## config.mk

```make
export PLATFORM = sky130hd
export DESIGN_NAME = interleaved_datapath
export DESIGN_NICKNAME = d
export VERILOG_FILES = /design/src/rtl/idp_pkg.sv /design/src/rtl/idp_phase_ring.sv /design/src/rtl/idp_lane.sv /design/src/rtl/idp_merge.sv /design/src/rtl/interleaved_datapath.sv
export SDC_FILE = /design/constraint.sdc
export NUM_CORES = 1
export LEC_CHECK = 0
export ABC_CLOCK_PERIOD_IN_PS = 7500
export BUFFER_PORTS_ARGS = -buffer_cell sky130_fd_sc_hd__buf_4
export CORE_UTILIZATION = 41
export DETAILED_ROUTE_END_ITERATION = 10
export MAX_ROUTING_LAYER = met4
export PLACE_DENSITY = 0.63
export SYNTH_ARGS = -nofsm -noshare
export SYNTH_HDL_FRONTEND = slang
export SYNTH_SLANG_ARGS = --single-unit
```

## constraint.sdc

```tcl
create_clock -name clk -period 7.5 [get_ports clk]
set_input_delay 1.5 -clock clk [delete_from_list [all_inputs] [get_ports clk]]
set_output_delay 1.5 -clock clk [all_outputs]
set_load 0.005 [all_outputs]
```

## src/rtl/idp_pkg.sv

```systemverilog
`timescale 1ns/1ps
// Package idp_pkg
// Holds the constants of the combinational function shared by every copy.
// Assumes nothing beyond WIDTH being larger than MIX_SHIFT.
package idp_pkg;
    localparam int MIX_SHIFT = 2;
    localparam int MIX_MULT  = 5;
    localparam int MIX_ADD   = 7;
endpackage

```

## src/rtl/idp_phase_ring.sv

```systemverilog
`timescale 1ns/1ps
// Module idp_phase_ring
// One-hot ring counter that produces the round-robin load phases.
// Assumes LANES >= 1; with a single lane the phase is held constantly active.
module idp_phase_ring #(
    parameter int LANES = 4
) (
    input  logic             clk,
    input  logic             rst_n,
    output logic [LANES-1:0] phase
);
    localparam logic [LANES-1:0] START = LANES'(1);

    logic [LANES-1:0] ring_q;

    generate
        if (LANES == 1) begin : g_single
            // Single lane: the only copy loads on every edge.
            always_ff @(posedge clk) begin
                ring_q <= START;
            end
        end else begin : g_ring
            // Rotate the token up one lane per clock; reset puts it on lane 0.
            always_ff @(posedge clk) begin
                if (!rst_n) ring_q <= START;
                else        ring_q <= {ring_q[LANES-2:0], ring_q[LANES-1]};
            end
        end
    endgenerate

    assign phase = ring_q;
endmodule

```

## src/rtl/idp_lane.sv

```systemverilog
`timescale 1ns/1ps
// Module idp_lane
// One copy of the datapath: an input register that loads on its own phase,
// followed by the combinational mixing function. The register holds for a full
// rotation, so the function has LANES cycles to settle.
// Assumes load is asserted for at most one cycle in each rotation.
module idp_lane #(
    parameter int WIDTH = 16
) (
    input  logic             clk,
    input  logic             rst_n,
    input  logic             load,
    input  logic [WIDTH-1:0] din,
    output logic [WIDTH-1:0] result,
    output logic             filled
);
    localparam logic [WIDTH-1:0] MULT_W = WIDTH'(idp_pkg::MIX_MULT);
    localparam logic [WIDTH-1:0] ADD_W  = WIDTH'(idp_pkg::MIX_ADD);

    logic [WIDTH-1:0] hold_q;
    logic [WIDTH-1:0] mixed;

    // Capture the sample on this lane's phase and mark the lane as holding data.
    always_ff @(posedge clk) begin
        if (!rst_n) begin
            hold_q <= '0;
            filled <= 1'b0;
        end else if (load) begin
            hold_q <= din;
            filled <= 1'b1;
        end
    end

    // The slow function: fold the operand onto itself, then scale and offset it.
    always_comb begin
        mixed  = hold_q ^ (hold_q >> idp_pkg::MIX_SHIFT);
        result = mixed * MULT_W + ADD_W;
    end
endmodule

```

## src/rtl/idp_merge.sv

```systemverilog
`timescale 1ns/1ps
// Module idp_merge
// N-to-1 one-hot AND-OR multiplexer feeding the full-rate output register.
// The lane selected is the one about to be reloaded, whose operand has been
// stable for a whole rotation. Assumes sel is one-hot.
module idp_merge #(
    parameter int WIDTH = 16,
    parameter int LANES = 4
) (
    input  logic                   clk,
    input  logic                   rst_n,
    input  logic [LANES-1:0]       sel,
    input  logic [LANES*WIDTH-1:0] lane_res,
    input  logic [LANES-1:0]       lane_fill,
    output logic [WIDTH-1:0]       dout,
    output logic                   out_valid
);
    logic [WIDTH-1:0] pick_res;
    logic             pick_fill;

    // OR together every lane's result, masked by its select bit.
    always_comb begin
        pick_res  = '0;
        pick_fill = 1'b0;
        for (int k = 0; k < LANES; k++) begin
            pick_res  = pick_res | (lane_res[k*WIDTH +: WIDTH] & {WIDTH{sel[k]}});
            pick_fill = pick_fill | (lane_fill[k] & sel[k]);
        end
    end

    // Register the chosen result and its fill flag every fast clock.
    always_ff @(posedge clk) begin
        if (!rst_n) begin
            dout      <= '0;
            out_valid <= 1'b0;
        end else begin
            dout      <= pick_res;
            out_valid <= pick_fill;
        end
    end
endmodule

```

## src/rtl/interleaved_datapath.sv

```systemverilog
`timescale 1ns/1ps
// Module interleaved_datapath
// Top level: the phase ring, LANES copies of the function, and the merge stage.
// Takes one sample per clock and gives one result per clock, LANES edges after
// the sample was captured. Assumes a single clock domain; phases are enables.
module interleaved_datapath #(
    parameter int WIDTH = 16,
    parameter int LANES = 4
) (
    input  logic             clk,
    input  logic             rst_n,
    input  logic [WIDTH-1:0] din,
    output logic [WIDTH-1:0] dout,
    output logic             out_valid,
    output logic [LANES-1:0] phase_o
);
    logic [LANES-1:0]       phase;
    logic [LANES*WIDTH-1:0] lane_res_flat;
    logic [LANES-1:0]       lane_fill;

    idp_phase_ring #(.LANES(LANES)) u_ring (
        .clk   (clk),
        .rst_n (rst_n),
        .phase (phase)
    );

    generate
        for (genvar k = 0; k < LANES; k++) begin : g_lane
            idp_lane #(.WIDTH(WIDTH)) u_lane (
                .clk    (clk),
                .rst_n  (rst_n),
                .load   (phase[k]),
                .din    (din),
                .result (lane_res_flat[k*WIDTH +: WIDTH]),
                .filled (lane_fill[k])
            );
        end
    endgenerate

    idp_merge #(.WIDTH(WIDTH), .LANES(LANES)) u_merge (
        .clk       (clk),
        .rst_n     (rst_n),
        .sel       (phase),
        .lane_res  (lane_res_flat),
        .lane_fill (lane_fill),
        .dout      (dout),
        .out_valid (out_valid)
    );

    assign phase_o = phase;
endmodule

```

==> out/results.ini <==
[clock_network]
cts_resized = 0
clock_latency_ns = 0.36
cts_setup_buffers = 0
clock_path_buffers = 2
cts_buffers = 9
root_buffer = clkbuf_16
clkTransAtPathRegs_ns = 0.07
cts_tree = yes
hold_buffers = 0
cts_sinks = 89
h-tree-depth = 3

[routing]
first_iter_violations = 282
drcViolationCount = 0
wire_per_inst_um = 17.0
vias_per_cell = 5.48
dr.pass1.iters = 5
wl_mm = 19.6
vias = 6311
ant_nets = 0

[global_route]
antenna_found_initial = 0
grt_usage = 0.213
grt_pass1_vias = 6065
grt_pass1_wl_mm = 31.5
grt-ovfl-total = 0
grt_max_degree = 61

[layout]
drive_above_1_share = 0.0796
syn2layout_area_growth_pct = 8.52
post-route-util = 0.457
antenna_cells = 0
nNetsFinal = 1060

[synth]
ys_warn_count = 0
synth.top_cell.area_share = 0.226
yosys_register_bits = 89
syn_avg_cell_area_um2 = 8.69
syn_inst = 909
synth_edf_count = 0
synthTopCellsByArea = dfxtp_1 (23%), ha_1 (20%), mux2i_1 (11%)
synth-async-reset-ratio = 0
ys_types = 63
netlist_area_mm2 = 0.00790
synth_area_leader_cell = dfxtp_1
syn-num-nets = 1057
yosysSeqAreaShare = 0.226
synth-main-ff-cell = dfxtp_1

[power_and_ir_drop]
pwr_density_cell_mw_per_mm2 = 171
vdd_drop_max_uv = 113
intPower_w = 0.000970
power.leakage_nw = 4.27
pwr-share-clk = 0.300
p_sw_frac = 0.338
combPwrFrac = 0.327
p_switching_w = 0.000496
pwr-share-seq = 0.373

[timing]
grt_setup_unrepaired = no
fin_setup_tns_ns = 0
relSlewSlack = 0.406
tightest_slew_ns = 0.891
finalCritPeriodShare = 0.504
hold_viol_final = 0
drv_slew = 0
finalSetupViolations = 0
max_freq_ghz = 0.265
period_minus_slack_ns = 3.78
skew_ns = 0.00746

[placement]
io_buffer_count = 38
routabilityCongestion = 0.949
dp.final_hpwl_mm = 15.4

[floorplan]
initial_core_util = 0.421
boundaryPins = 39
rows = 50
die_width_um = 141
coreArea_mm2 = 0.0188
die-area_mm2 = 0.0198
die_h_um = 141

[setup_path]
critPathTopFamily = compound AO/OA/AOI/OAI gates
path_common_cell = o21ai_0
crit_chain = xnor2_1 > inv_1 > ha_1 > and2_1 > nor2_1 > ha_1 > nor2b_1 > o21ai_0 > a21boi_1 > o21ai_0 > o21ai_0 > a21bo_2 > a211oi_1 > o41a_1
arrival_ns = 4.02
worstPathMaxFanout = 5
worstPathRequired_ns = 7.74
cp_slowest_cell = xnor2_1
cp-start-kind = flip-flop
crit_buf_inv = 1
worst_path_largest_cell_delay_ns = 0.42
end_kind = flip-flop
crit_type = reg2reg

[worst_hold_path]
hp-class = reg2reg

[flow_run]
cap_violations = 0

[status]
status = finished clean

==> cells by family after synthesis <==
| family | synth area share |
|---|---|
| adders and majority gates | 0.210 |
| DFF | 0.226 |
| and+or+nand+nor | 0.141 |
| muxes | 0.111 |
| xor gates and xnor gates | 0.119 |
| buffers and inverters | 0.0444 |
| AOI/OAI and AO/OA | 0.150 |
==> stage by stage <==
step	hold WS, ns	power (W)	instance area, µm²	worst slack [ns]	cells
floorplan	0.435	0.000895	7900	4.09	909
global placement	0.450	0.00103	8300	3.92	1135
detailed placement	0.461	0.00103	8300	3.75	1135
CTS	0.476	0.00148	8570	3.73	1151
global route	0.496	0.00155	8570	3.40	1151
finish	0.476	0.00147	8570	3.72	1151
==> path summary, 6_finish.rpt <==
check,end,slack (ns),from,depth (start not counted)
setup / recovery,u_merge.dout[13],3.72,g_lane[0].u_lane.hold_q[3],14
hold reg to reg,g_lane[1].u_lane.filled,0.48,g_lane[1].u_lane.filled,2
hold / removal,g_lane[1].u_lane.filled,0.48,g_lane[1].u_lane.filled,2
setup reg to reg,u_merge.dout[13],3.72,g_lane[0].u_lane.hold_q[3],14
==> cells in the mapped netlist, types with 5 or more instances <==
cell and count:
nand2b_1 31, dfxtp_1 89, clkbuf_1 35, nand3_1 11, o21ai_0 37, a31oi_1 7, nor2_1 96, nand3b_1 6
nand2_1 39, buf_4 5, and2_1 5, a21oi_1 49, ha_1 126, mux2i_1 85, xnor2_1 42, nor2b_1 6
xor2_1 60, inv_1 35, a211oi_1 9, buf_1 8, a21o_1 17, nor3_1 14, o21a_1 8, or3_1 8
a22oi_1 14
==> worst register-to-register path, stage by stage (launching register included) <==
cell and delay (ns):
dfxtp_1 0.37, xnor2_1 0.42, inv_1 0.16, ha_1 0.32, and2_1 0.15, nor2_1 0.06, ha_1 0.33, nor2b_1 0.14
o21ai_0 0.10, a21boi_1 0.35, o21ai_0 0.21, o21ai_0 0.36, a21bo_2 0.20, a211oi_1 0.08, o41a_1 0.41
==> power groups by stage <==
stage / sequential (W) / clock (W) / combinational [W]
4_1_cts: 0.000547 / 0.000450 / 0.000480
6_report: 0.000547 / 0.000440 / 0.000479
3_3_place_gp: 0.000557 / 0 / 0.000471
5_1_grt: 0.000551 / 0.000469 / 0.000534
2_1_floorplan: 0.000534 / 0 / 0.000362
3_5_place_dp: 0.000558 / 0 / 0.000476
==> flip-flops by register name, summed over array words and instances, names as in the netlist <==
name / flops
g_lane.u_lane.hold_q: 64
u_merge.dout: 16
g_lane.u_lane.filled: 4
u_ring.phase: 4
u_merge.out_valid: 1
==> cell type report <==
cell class | count | area [µm²]
Sequential cell | 89 | 1790
Clock inverter | 2 | 12.5
Multi-Input combinational cell | 734 | 5770
Inverter | 36 | 135
Clock buffer | 14 | 264
Fill cell | 1892 | 10200
Tap cell | 234 | 293
Timing Repair Buffer | 42 | 315
==> routing by layer <==
| metal | vias to the layer above | track usage | share of wire |
|---|---|---|---|
| met1 | 2985 | 0.275 | 0.49 |
| met4 | 0 | 0.0767 | 0.024 |
| met3 | 29 | 0.0299 | 0.035 |
| met5 | - | - | 0 |
| li1 | 3213 | - | - |
| met2 | 84 | 0.338 | 0.45 |
==> placed cells by master (no fill, tap or decap), types with 4 or more instances in the layout <==
cell / instances
nor3_1: 14
and2_1: 5
o22ai_1: 4
o21a_1: 8
nand3b_1: 6
xnor2_1: 42
nand2_1: 39
a31oi_1: 7
and3_1: 4
or3_1: 8
fa_1: 4
a21oi_1: 49
a22oi_1: 14
clkbuf_16: 9
inv_1: 35
nand2b_1: 31
mux2i_1: 85
a211oi_1: 9
nor2_1: 96
dfxtp_1: 86
nand3_1: 11
o21bai_1: 4
buf_4: 42
a222oi_1: 4
ha_1: 126
nor2b_1: 6
o21ai_0: 37
xor2_1: 60
a21o_1: 17
(Power assumes the default switching activity.)
